**config.mk**
```make
export PLATFORM = sky130hd
export DESIGN_NAME = stream_prefetch_buf
export DESIGN_NICKNAME = d
export VERILOG_FILES = /design/src/rtl/spb_pkg.sv /design/src/rtl/spb_match.sv /design/src/rtl/spb_lru.sv /design/src/rtl/spb_pf_pick.sv /design/src/rtl/stream_prefetch_buf.sv
export SDC_FILE = /design/constraint.sdc
export NUM_CORES = 1
export LEC_CHECK = 0
export ABC_AREA = 0
export BUFFER_PORTS_ARGS = -buffer_cell sky130_fd_sc_hd__buf_2
export CELL_PAD_IN_SITES_DETAIL_PLACEMENT = 0
export CELL_PAD_IN_SITES_GLOBAL_PLACEMENT = 1
export CORE_MARGIN = 3
export CORE_UTILIZATION = 42
export CTS_BUF_LIST = sky130_fd_sc_hd__clkbuf_4 sky130_fd_sc_hd__clkbuf_8 sky130_fd_sc_hd__clkbuf_16
export CTS_CLUSTER_DIAMETER = 100
export CTS_CLUSTER_SIZE = 8
export DETAILED_ROUTE_END_ITERATION = 10
export MAX_ROUTING_LAYER = met4
export PLACE_DENSITY = 0.87
export SETUP_SLACK_MARGIN = 0.05
export SLEW_MARGIN = 20
export SYNTH_ARGS = -nofsm -noshare
export SYNTH_HDL_FRONTEND = slang
export SYNTH_SLANG_ARGS = --single-unit
```
**constraint.sdc**
```tcl
create_clock -name clk -period 3.3 [get_ports clk]
set_input_delay 0.165 -clock clk [delete_from_list [all_inputs] [get_ports clk]]
set_output_delay 0.165 -clock clk [all_outputs]
set_load 0.02 [all_outputs]
```
**src/rtl/spb_pkg.sv**
```systemverilog
package spb_pkg;
  typedef enum logic [2:0] {
    ST_IDLE,
    ST_LOOK,
    ST_DEMAND,
    ST_WAIT_MEM,
    ST_WAIT_PEND
  } spb_state_t;
endpackage

```
**src/rtl/spb_match.sv**
```systemverilog
module spb_match #(
  parameter int NS = 4,
  parameter int AW = 16,
  localparam int SW = (NS > 1) ? $clog2(NS) : 1
) (
  input  logic [NS-1:0] vld,
  input  logic [AW-1:0] head [NS],
  input  logic [AW-1:0] key,
  output logic          hit,
  output logic [SW-1:0] hit_idx
);
  logic [NS-1:0] hv;

  for (genvar g = 0; g < NS; g++) begin : g_cmp
    assign hv[g] = vld[g] && (head[g] == key);
  end

  // lowest index wins
  always_comb begin
    hit     = 1'b0;
    hit_idx = '0;
    for (int i = NS - 1; i >= 0; i--) begin
      if (hv[i]) begin
        hit     = 1'b1;
        hit_idx = SW'(i);
      end
    end
  end
endmodule

```
**src/rtl/spb_lru.sv**
```systemverilog
module spb_lru #(
  parameter int NS = 4,
  localparam int SW = (NS > 1) ? $clog2(NS) : 1
) (
  input  logic          clk,
  input  logic          rst_n,
  input  logic          touch,
  input  logic [SW-1:0] touch_idx,
  output logic [SW-1:0] victim
);
  logic [SW-1:0] age [NS];

  always_ff @(posedge clk) begin
    if (!rst_n) begin
      for (int i = 0; i < NS; i++) age[i] <= SW'(i);
    end else if (touch) begin
      for (int i = 0; i < NS; i++) begin
        if (SW'(i) == touch_idx)       age[i] <= '0;
        else if (age[i] < age[touch_idx]) age[i] <= age[i] + SW'(1);
      end
    end
  end

  always_comb begin
    victim = '0;
    for (int i = 0; i < NS; i++)
      if (age[i] == SW'(NS - 1)) victim = SW'(i);
  end
endmodule

```
**src/rtl/spb_pf_pick.sv**
```systemverilog
module spb_pf_pick #(
  parameter int NS = 4,
  localparam int SW = (NS > 1) ? $clog2(NS) : 1
) (
  input  logic [NS-1:0] need,
  output logic          any,
  output logic [SW-1:0] idx
);
  always_comb begin
    any = |need;
    idx = '0;
    for (int i = NS - 1; i >= 0; i--)
      if (need[i]) idx = SW'(i);
  end
endmodule

```
**src/rtl/stream_prefetch_buf.sv**
```systemverilog
module stream_prefetch_buf
  import spb_pkg::*;
#(
  parameter int NS = 4,
  parameter int AW = 16,
  parameter int DW = 32,
  localparam int SW = (NS > 1) ? $clog2(NS) : 1
) (
  input  logic          clk,
  input  logic          rst_n,
  input  logic          miss_valid,
  input  logic [AW-1:0] miss_addr,
  output logic          miss_ready,
  output logic          ret_valid,
  output logic [AW-1:0] ret_addr,
  output logic [DW-1:0] ret_data,
  output logic          ret_hit,
  output logic [SW-1:0] ret_stream,
  output logic          mem_req_valid,
  input  logic          mem_req_ready,
  output logic [AW-1:0] mem_req_addr,
  output logic          mem_req_pf,
  output logic [SW-1:0] mem_req_stream,
  input  logic          mem_rsp_valid,
  input  logic [AW-1:0] mem_rsp_addr,
  input  logic          mem_rsp_pf,
  input  logic [SW-1:0] mem_rsp_stream,
  input  logic [DW-1:0] mem_rsp_data
);
  function automatic logic [AW-1:0] next_blk(input logic [AW-1:0] a);
    return a + AW'(1);
  endfunction

  spb_state_t    st;
  logic [AW-1:0] cur_addr;
  logic [SW-1:0] cur_idx;
  logic [NS-1:0] sv, spend, sneed;
  logic [AW-1:0] saddr [NS];
  logic [DW-1:0] sdata [NS];

  // named internal events
  logic          hit, pf_any, dem_want, pf_issue;
  logic [SW-1:0] hit_idx, victim, pf_idx;
  logic          hit_evt, hit_stall, alloc_evt;
  logic [NS-1:0] fill_vec;

  spb_match #(.NS(NS), .AW(AW)) u_match (
    .vld(sv), .head(saddr), .key(cur_addr), .hit(hit), .hit_idx(hit_idx)
  );

  spb_lru #(.NS(NS)) u_lru (
    .clk(clk), .rst_n(rst_n), .touch(hit_evt | alloc_evt),
    .touch_idx(hit_evt ? hit_idx : victim), .victim(victim)
  );

  spb_pf_pick #(.NS(NS)) u_pick (.need(sneed), .any(pf_any), .idx(pf_idx));

  assign hit_evt   = (st == ST_LOOK) && hit && !spend[hit_idx];
  assign hit_stall = (st == ST_LOOK) && hit &&  spend[hit_idx];
  assign alloc_evt = (st == ST_LOOK) && !hit;
  assign dem_want  = (st == ST_DEMAND);
  assign pf_issue  = pf_any && !dem_want && mem_req_ready;

  assign miss_ready     = (st == ST_IDLE);
  assign mem_req_valid  = dem_want || pf_any;
  assign mem_req_pf     = !dem_want;
  assign mem_req_stream = dem_want ? '0 : pf_idx;
  assign mem_req_addr   = dem_want ? cur_addr : saddr[pf_idx];

  for (genvar g = 0; g < NS; g++) begin : g_fill
    assign fill_vec[g] = mem_rsp_valid && mem_rsp_pf && (mem_rsp_stream == SW'(g))
                         && spend[g] && !sneed[g] && (saddr[g] == mem_rsp_addr);
  end

  // stream state: fill, then issue, then hit / reclaim (later wins)
  always_ff @(posedge clk) begin
    if (!rst_n) begin
      sv    <= '0;
      spend <= '0;
      sneed <= '0;
      for (int i = 0; i < NS; i++) begin
        saddr[i] <= '0;
        sdata[i] <= '0;
      end
    end else begin
      for (int i = 0; i < NS; i++) begin
        if (fill_vec[i]) begin
          sdata[i] <= mem_rsp_data;
          spend[i] <= 1'b0;
        end
        if (pf_issue && pf_idx == SW'(i)) sneed[i] <= 1'b0;
        if ((hit_evt && hit_idx == SW'(i)) || (alloc_evt && victim == SW'(i))) begin
          sv[i]    <= 1'b1;
          spend[i] <= 1'b1;
          sneed[i] <= 1'b1;
          saddr[i] <= next_blk(cur_addr);
        end
      end
    end
  end

  always_ff @(posedge clk) begin
    if (!rst_n) begin
      st         <= ST_IDLE;
      cur_addr   <= '0;
      cur_idx    <= '0;
      ret_valid  <= 1'b0;
      ret_addr   <= '0;
      ret_data   <= '0;
      ret_hit    <= 1'b0;
      ret_stream <= '0;
    end else begin
      ret_valid <= 1'b0;
      unique case (st)
        ST_IDLE: if (miss_valid) begin
          cur_addr <= miss_addr;
          st       <= ST_LOOK;
        end
        ST_LOOK: begin
          if (hit_evt) begin
            ret_valid  <= 1'b1;
            ret_hit    <= 1'b1;
            ret_stream <= hit_idx;
            ret_addr   <= cur_addr;
            ret_data   <= sdata[hit_idx];
            st         <= ST_IDLE;
          end else if (hit_stall) begin
            cur_idx <= hit_idx;
            st      <= ST_WAIT_PEND;
          end else begin
            cur_idx <= victim;
            st      <= ST_DEMAND;
          end
        end
        ST_DEMAND: if (mem_req_ready) st <= ST_WAIT_MEM;
        ST_WAIT_MEM: if (mem_rsp_valid && !mem_rsp_pf) begin
          ret_valid  <= 1'b1;
          ret_hit    <= 1'b0;
          ret_stream <= cur_idx;
          ret_addr   <= cur_addr;
          ret_data   <= mem_rsp_data;
          st         <= ST_IDLE;
        end
        ST_WAIT_PEND: if (!spend[cur_idx]) st <= ST_LOOK;
        default: st <= ST_IDLE;
      endcase
    end
  end
endmodule

```
**Yosys cells after proc, flatten, opt, wreduce, memory -nomap -nowiden**

Memory sizes are Yosys's and may differ from the RTL's.
Index checks and enable logic that the tools add are counted.

- Register bits: 149
- Latch bits: 0
- Memory bits (writable): 136
- Memory bits (read-only): 0
- Input port bits: 72
- Output and inout port bits: 73
- Memories kept: 2

Memory list:

| memory | depth | bits a word | rd ports | clocked after memory_dff | write ports | RTL line | text |
|---|---|---|---|---|---|---|---|
| sdata | 4 | 32 | 1 | 0 | 4 | stream_prefetch_buf.sv:39 | `logic [DW-1:0] sdata [NS];` |
| u_lru.age | 4 | 2 | 5 | 0 | 4 | spb_lru.sv:11 | `logic [SW-1:0] age [NS];` |

- $add $sub $neg: 5
- $mul: 0
- Divide/modulo/power cells: 0
- Magnitude comparators: 7
- Equal/unequal tests: 35
- Shift-type cells: 0
- Mux-type cells: 125
- Bitwise operators: 15
- Reduce and logical (&&, ||, !) cells: 73

Operator list:

| cell | number |
|---|---|
| $mux W32 | 6 |
| $eq A16 B16 Y1 | 8 |
| $mux W16 | 5 |
| $mux W1 | 76 |
| $pmux W32 S2 | 1 |
| $mux W2 | 23 |
| $logic_and A1 B1 Y1 | 40 |
| $bmux W16 S2 | 1 |
| $pmux W16 S2 | 1 |
| $eq A2 B2 Y1 const B | 11 |
| $mux W3 | 6 |
| $reduce_bool A2 Y1 | 9 |
| $add A16 B1 Y16 const B | 1 |
| $pmux W3 S5 | 1 |
| $or A1 B1 Y1 | 13 |
| $logic_not A2 Y1 | 5 |
| $ne A2 B2 Y1 const B | 5 |
| $add A2 B1 Y2 const B | 4 |
| $eq A2 B1 Y1 const B | 4 |
| $logic_not A1 Y1 | 8 |
| $lt A2 B2 Y1 | 4 |
| $eq A3 B2 Y1 const B | 2 |
| $lt A2 B3 Y1 const B | 2 |
| $logic_or A1 B1 Y1 | 5 |
| 15 further kinds | 19 |

**Depth between registers and ports, before layout**

Gate-level depths: netlist of the first run.
An unclocked memory read counts as a cell.

- Depth after elaboration: 19
- Depth in mapped cells: 15

**By module**

From an unflattened synthesis of the first run, not the netlist that was laid out.

- Cells, all modules: 1423
- Area total of the unflattened synthesis: 14549.0 um^2

By module, submodules not included:

| module | times used | cells an instance | area an instance (um^2) | seq. area each (um^2) |
|---|---|---|---|---|
| stream_prefetch_buf | 1 | 1247 | 12957.4 | 6826.5 |
| spb_match | 1 | 95 | 795.8 | 0.0 |
| spb_lru | 1 | 74 | 760.7 | 240.2 |
| spb_pf_pick | 1 | 7 | 35.0 | 0.0 |

**Worst setup path after synthesis of the first run**

No wires, ideal clock.

- Path type: flip-flop to flip-flop
- Start point: register cur_addr[2]
- End point: memory u_lru.age[3][1] (netlist name) (data pin)
- Setup time: 0.267 ns
- Data arrival time: 3.276 ns
- Data required time: 3.033 ns
- Slack: -0.243 ns
- Cell stages (with the launch flop): 14
- Path buffers: 2
- Cell sequence: dfxtp_1 -> buf_2 -> xnor2_1 -> nand4_1 -> or4_1 -> or2_0 -> a311oi_2 -> o21ai_2 -> mux2i_2 -> buf_2 -> nor4bb_1 -> nor3_1 -> a2111oi_0 -> nor2_1

RTL lines:

| item | RTL line | text |
|---|---|---|
| from (decl) | stream_prefetch_buf.sv:35 | `logic [AW-1:0] cur_addr;` |
| from (signal assigned) | stream_prefetch_buf.sv:116 | `cur_addr <= miss_addr;` |
| to (decl) | spb_lru.sv:11 |  |

==> flow_summary_export.csv, run 1 <==
group,metric,value,unit
status,status,"finished, violations left",
status,violations,"negative setup slack",
logic_synthesis,synth_cells,1548,
cts,tritoncts,"yes",
global_routing,grt_busiest_layer,"met2",
drt,routed_wl,53950,um
logic_synthesis,synthFlopType,"dfxtp_1",
cts,cts-root-buf,"clkbuf_16",
final_layout,fill_cells,2847,
sta,fin_tns_setup,-10940,ps
logic_synthesis,synth_area,14460,um^2
sta,fin_crit,3692,ps
worst_setup_path,setup.worst_path.end,"u_lru.age[2][1]$_SDFFCE_PN1P_",
worst_setup_path,crit_path_start,"saddr[48]$_SDFFE_PN0P_",
logic_synthesis,yosysUniqueCellTypes,71,
final_layout,drive_gt1_share,31.39,%
worst_setup_path,end_kind,"register",
drt,drc,0,
worst_setup_path,path_delay_family,"simple AND/OR/NAND/NOR gates",
sta,setup_viol,52,
sta,hold_viol,0,
worst_setup_path,r2r_cells,11,
cts,cts_buffer_depth,3,
floorplan,io_pins,145,
drt,vias,13680,
logic_synthesis,synth_warnings,0,
worst_setup_path,required,3520,ps
sta,fin_ws,-392.3,ps
floorplan,num_rows,67,
worst_setup_path,max_stage_delay,540,ps
floorplan,fp.dieW,191.5,um
sta,worstMarginPinSlew,969.5,ps
placed_design,port_buffers,144,
sta,period_share,111.9,%
power_and_ir_drop,p_per_area,727.0,nW/um^2
global_routing,track_usage,28.91,%
logic_synthesis,synth.avg_cell_area,9.339,um^2
floorplan,die_area,36680,um^2
drt,first_pass_iters,6,
worst_setup_path,critical_path_arrival,3910,ps
final_layout,syn2layout_area_growth,38.13,%
placed_design,hpwl,34430,um
logic_synthesis,ys_ff_latch,285,
worst_setup_path,regToRegEndpoint,"u_lru.age[2][1]$_SDFFCE_PN1P_",
sta,rsz0062_at_grt,"yes",
global_routing,met2_usage,43.01,%
cts,clk_latency,540,ps
placed_design,gp_congestion,1.021,
worst_setup_path,path_cells,"xor2_2 -> or4b_1 -> or4_4 -> or2_4 -> o31ai_4 -> nor2_2 -> a21oi_4 -> mux2i_2 -> mux2_4 -> maj3_2 -> o211ai_1",
cts,cts.sinks,285,
sta,report.final.slew_viol_count,0,
power_and_ir_drop,p_leak,7.961,nW
global_routing,met1_usage,39.00,%
worst_setup_path,reg2reg_setup_slack,-390,ps
hold_path,hp-class,"input port to register",
sta,timing.fmax,270.8,MHz
cts,numCtsBuffers,41,
worst_setup_path,cp.depth,11,
sta,hold_slack,29.29,ps
logic_synthesis,ys_seq_area_share,48.88,%
global_routing,grt_max_degree,91,
cts,path_clk_slew,50,ps
drt,vias_per_cell,5.743,
power_and_ir_drop,ir_drop,0.0005077,V
worst_setup_path,critical_path.max_fanout,5,
sta,relSlewSlack,35.37,%
global_routing,antenna_found_initial,1,
worst_setup_path,worstSetupStartpointType,"register",
drt,avgRoutedWirePerCell,22.65,um
cts,htree_num_levels,2,
global_routing,grt_overflow,0,
final_layout,utilization,59.25,%
run,drv_cap,0,
global_routing,met3_usage,7.574,%
logic_synthesis,syn-num-nets,1625,
final_layout,diodes,0,
drt,drtAntennaViolNets,0,
floorplan,fp.dieH,191.5,um
global_routing,grt_pass1_vias,13100,
floorplan,core-area,33700,um^2
drt,drt_iter0_markers,1569,
global_routing,grt_pass1_wl,78770,um
final_layout,layout.nets,1986,
worst_setup_path,worstReg2RegStart,"saddr[48]$_SDFFE_PN0P_",
logic_synthesis,synth_edf_count,136,
sta,fin_skew,18.61,ps
logic_synthesis,synthArstFlopShare,0,%
floorplan,initial_utilization,42.90,%
worst_setup_path,critPathKind,"register to register",
worst_setup_path,crit_buf_inv,0,
worst_setup_path,cpMaxStageDelayCell,"or4b_1",
## registers in the layout, indices dropped and copies added (netlist names), 8 cells and up
register / flops
ret_addr: 16
cur_addr: 16
ret_data: 32
sdata: 128
u_lru.age: 8
saddr: 64
## layout make-up
class                      count  area, um^2  area share (%)
multi-input combinational   1131        7510           37.61
sequential                   285        7093           35.52
timing repair buffer         435        3480           17.43
clock buffer                  64        1199           6.003
tap                          448       560.5           2.807
clock inverter                 4       67.56          0.3384
inverter                      15       58.81          0.2945
## synthesized netlist by cell type (22+ instances only)
| cell | instances | area share, % |
|---|---|---|
| a211oi_1 | 62 | 3.2 |
| a21oi_1 | 108 | 3.7 |
| and2_1 | 134 | 5.8 |
| clkbuf_1 | 88 | 2.3 |
| dfxtp_1 | 149 | 21 |
| edfxtp_1 | 136 | 28 |
| nand2_1 | 247 | 6.4 |
| nand3_1 | 22 | 0.76 |
| nand4_1 | 28 | 1.2 |
| nor2_1 | 142 | 3.7 |
| xnor2_1 | 80 | 4.8 |
| xor2_1 | 61 | 3.7 |
## layout by cell type (no fill, tap or decap), types with 36 or more instances in the layout
master	Yosys	routed
a211oi_2	0	36
nand2_1	247	245
dfxtp_1	149	132
edfxtp_1	136	136
nor2_1	142	123
buf_2	18	144
xor2_1	61	59
dlygate4sd3_1	0	48
a21oi_1	108	107
and2_1	134	134
buf_4	4	193
xnor2_1	80	66
clkbuf_16	0	45
## report_power, final
group / switching (W) / internal (W)
clock network: 0.00159 / 0.00250
logic: 0.00339 / 0.00258
registers: 0.000386 / 0.00408
## cell families (layout without fill, tap and decap cells)
family / after synthesis / count (layout) / share of synthesized area [%]
xor gates and xnor gates: 142 / 142 / 8.655
adders and majority gates: 8 / 8 / 0.6578
AOI/OAI and AO/OA: 289 / 289 / 13.92
muxes: 15 / 15 / 1.186
DFF: 285 / 285 / 48.88
and+or+nand+nor: 677 / 677 / 22.90
buffers and inverters: 132 / 518 / 3.800
## worst min path at each step
stage / from / endpoint / slack [ps] / cells after the start
after global placement: miss_addr[13] / cur_addr[13]$_SDFFE_PN0P_ / 420 / 3
after floorplan: miss_addr[10] / cur_addr[10]$_SDFFE_PN0P_ / 300 / 2
after CTS: mem_req_ready / sneed[3]$_SDFFE_PN0P_ / 10 / 4
final: mem_req_ready / sneed[3]$_SDFFE_PN0P_ / 30 / 4
after detailed placement: miss_addr[13] / cur_addr[13]$_SDFFE_PN0P_ / 430 / 3
after global routing: mem_req_ready / sneed[3]$_SDFFE_PN0P_ / 50 / 4
## through the flow
step	cells	power, W	setup slack (ps)	instance area [um^2]
after CTS	2371	0.01394	-304.5	19430
final	2382	0.01452	-392.3	19970
after global placement	2232	0.009396	-635.3	17100
after global routing	2382	0.01507	-515.1	19970
after floorplan	1548	0.007204	-205.1	14530
after detailed placement	2232	0.009433	-694.8	17100
## tightest hold or removal path, stage by stage
cell	delay [ps]
buf_2	150
nand3_1	80
a21oi_1	60
nor2_1	70
## routing by layer
layer,wire [um],vias to the layer above
met1,22250,6600
met4,1738,0
li1,-,6199
met3,5763,124
met2,24200,756
met5,0,-
## timing repair
item	4_1_cts	5_1_grt
setup endpoints to repair	92	84
setup buffers	17	14
gates resized for setup	65	112
hold endpoints to repair	141	0
pin swaps	25	48
cloned	6	5
hold buffers	48	0
(Power assumes the default switching activity.)
==> inputs of run 2 (changes only) <==
--- a/config.mk
+++ b/config.mk
@@ -9,6 +9,7 @@
 export BUFFER_PORTS_ARGS = -buffer_cell sky130_fd_sc_hd__buf_2
 export CELL_PAD_IN_SITES_DETAIL_PLACEMENT = 0
 export CELL_PAD_IN_SITES_GLOBAL_PLACEMENT = 1
+export CORE_ASPECT_RATIO = 1.4
 export CORE_MARGIN = 3
 export CORE_UTILIZATION = 42
 export CTS_BUF_LIST = sky130_fd_sc_hd__clkbuf_4 sky130_fd_sc_hd__clkbuf_8 sky130_fd_sc_hd__clkbuf_16
==> run 2 against run 1 <==
Against the previous run:
- the run still ends with negative setup slack left
- wire length fell by 3.1%
- largest power group unchanged
- combinational power fell by 3%
- critical path depth rose by 1
- highest routed layer unchanged
- utilization fell by 0.13 points
- non-clock buffer count rose by 12
- largest cell class unchanged
- via count fell by 0.67%
==> flow_summary_export.csv, run 2 (synthesized netlist as in run 1, its figures left out) <==
group,metric,value,unit
status,status,"finished, violations left",
status,violations,"negative setup slack",
cts,cts_buffer_depth,3,
cts,numCtsBuffers,41,
global_routing,antenna_found_initial,0,
run,drv_cap,0,
final_layout,largest_reg_flops,128,
final_layout,largestRegisters,"sdata: 128 flops, saddr: 64 flops, ret_data: 32 flops",
cts,clk_latency,550,ps
sta,setup_viol,52,
cts,cts.sinks,285,
hold_path,hold_path_depth,3,
floorplan,fp.dieH,225.5,um
sta,hold_viol,0,
final_layout,syn2layout_area_growth,37.43,%
power_and_ir_drop,internal-power,0.009143,W
worst_setup_path,end_kind,"register",
hold_path,hold_start,"rst_n",
power_and_ir_drop,clock_power_share,28.2,%
drt,routed_wl,52290,um
power_and_ir_drop,ir_drop,0.0004193,V
global_routing,grt_pass1_wl,76960,um
drt,vias_per_cell,5.685,
power_and_ir_drop,switching_share,36.14,%
drt,vias,13590,
global_routing,grt_max_degree,88,
final_layout,layout.nets,1998,
floorplan,num_rows,79,
power_and_ir_drop,pwr-share-comb,40.4,%
sta,fin_crit,3657,ps
drt,avgRoutedWirePerCell,21.88,um
global_routing,grt_pass1_vias,13380,
power_and_ir_drop,design_power_total,0.01432,W
floorplan,core-area,33610,um^2
power_and_ir_drop,power_switching,0.005173,W
worst_setup_path,regToRegEndpoint,"u_lru.age[0][1]$_SDFFCE_PN0P_",
worst_setup_path,critPathKind,"register to register",
cts,htree_num_levels,2,
placed_design,place_ws,-572.4,ps
sta,period_share,110.8,%
floorplan,io_pins,145,
power_and_ir_drop,power_frac_seq,31.4,%
sta,report.final.slew_viol_count,0,
placed_design,hpwl,34940,um
final_layout,drive_gt1_share,30.09,%
power_and_ir_drop,p_leak,7.943,nW
final_layout,layout_common_cells,"247 x nand2_1, 215 x buf_4, 146 x buf_2",
global_routing,track_usage,28.20,%
hold_path,min_to,"sneed[1]$_SDFFE_PN0P_",
placed_design,gp_congestion,1.069,
worst_setup_path,worstSetupStartpointType,"register",
drt,drt_iter0_markers,1120,
hold_path,hp-class,"input port to register",
final_layout,layout.cells.most_common,"nand2_1",
drt,drtAntennaViolNets,0,
placed_design,port_buffers,144,
floorplan,die_area,36710,um^2
final_layout,top_register,"sdata",
power_and_ir_drop,p_per_area,720.6,nW/um^2
worst_setup_path,worstReg2RegStart,"saddr[33]$_SDFFE_PN0P_",
floorplan,initial_utilization,43.02,%
sta,timing.fmax,273.4,MHz
global_routing,grt_overflow,0,
worst_setup_path,critical_path_arrival,4060,ps
worst_setup_path,reg2reg_setup_slack,-360,ps
sta,fin_skew,16.80,ps
worst_setup_path,r2r_cells,12,
worst_setup_path,required,3700,ps
worst_setup_path,critical_path.max_fanout,6,
sta,relSlewSlack,40.67,%
drt,first_pass_iters,5,
sta,rsz0062_at_grt,"yes",
sta,fin_ws,-357.3,ps
cts,path_clk_slew,50,ps
cts,tritoncts,"yes",
drt,drc,0,
sta,worstMarginPinSlew,883.7,ps
cts,cts-root-buf,"clkbuf_16",
floorplan,fp.dieW,162.8,um
-- run 2: changes by cell type in the layout (fill, tap and decap cells not counted), moves of 3 or more --
cell	before	now
a211oi_1	25	45
buf_6	23	13
buf_12	20	17
buf_4	193	215
nor2_1	123	139
nor4_2	3	7
a211oi_2	36	17
nor2_2	14	3
nor2_4	7	2
xnor2_2	13	10
dfxtp_1	132	129
dfxtp_4	2	5
-- run 2: worst max path at each step --
| stage | startpoint | end | slack, ps |
|---|---|---|---|
| global route | cur_addr[2]$_SDFFE_PN0P_ | u_lru.age[3][0]$_DFFE_PP_ | -440 |
| global placement | cur_addr[15]$_SDFFE_PN0P_ | u_lru.age[2][0]$_SDFFCE_PN0P_ | -490 |
| finish | saddr[33]$_SDFFE_PN0P_ | u_lru.age[0][1]$_SDFFCE_PN0P_ | -360 |
| floorplan | cur_addr[10]$_SDFFE_PN0P_ | u_lru.age[2][0]$_SDFFCE_PN0P_ | -210 |
| CTS | cur_addr[0]$_SDFFE_PN0P_ | u_lru.age[2][1]$_SDFFCE_PN1P_ | -310 |
| detailed placement | cur_addr[15]$_SDFFE_PN0P_ | u_lru.age[2][0]$_SDFFCE_PN0P_ | -570 |
-- run 2: metrics by stage --
stage / TNS (ps) / hold slack (ps) / instances / area (um^2) / utilization, %
2_1_floorplan: -1532 / 301.0 / 1548 / 14530 / -
3_3_place_gp: -16740 / 414.2 / 2240 / 17150 / 51.02
3_5_place_dp: -17300 / 411.5 / 2240 / 17150 / 51.02
4_1_cts: -9501 / 87.99 / 2383 / 19540 / 58.14
5_1_grt: -15860 / 137.8 / 2389 / 19870 / 59.11
6_report: -10840 / 108.2 / 2390 / 19870 / 59.12
-- run 2: final cells by class --
cell class | instances | area (um^2)
Clock buffer | 62 | 1184
Tap cell | 445 | 556.8
Clock inverter | 4 | 71.32
Timing Repair Buffer | 447 | 3515
Multi-Input combinational cell | 1131 | 7376
Fill cell | 2826 | 13740
Antenna cell | 1 | 2.502
Sequential cell | 285 | 7104
Inverter | 15 | 58.81
-- run 2: power by group through the flow --
| stage | logic (W) | registers, W | clock network, W |
|---|---|---|---|
| 2_1_floorplan | 0.00279 | 0.00442 | 0 |
| 3_3_place_gp | 0.00487 | 0.00447 | 0 |
| 3_5_place_dp | 0.00493 | 0.00449 | 0 |
| 4_1_cts | 0.00537 | 0.00445 | 0.00408 |
| 5_1_grt | 0.00610 | 0.00451 | 0.00423 |
| 6_report | 0.00578 | 0.00449 | 0.00404 |
-- run 2: per-layer routing --
metal | vias to the layer above | global-route usage, % | share of wire, %
met5 | - | - | 0
met4 | 0 | 16.93 | 7.1
met3 | 199 | 3.787 | 5.8
met2 | 618 | 49.15 | 51
met1 | 6549 | 30.37 | 36
li1 | 6221 | - | -
-- run 2: worst max-delay path, stage by stage (launching register included) --
cell,delay (ps)
dfxtp_1,530
xnor2_2,160
nand4_1,140
or2_2,320
or4_4,560
a21bo_2,230
nand2_1,80
mux2i_2,200
buf_6,160
mux2_4,350
buf_6,130
or4_4,500
a21oi_2,140
-- run 2: timing repair --
item / CTS / global route
gates resized for setup: 75 / 48
endpoints found under the setup margin: 108 / 132
hold buffers: 49 / 0
setup buffers: 23 / 3
cloned: 5 / 3
pin swaps: 26 / 15
endpoints found under the hold margin: 144 / 0
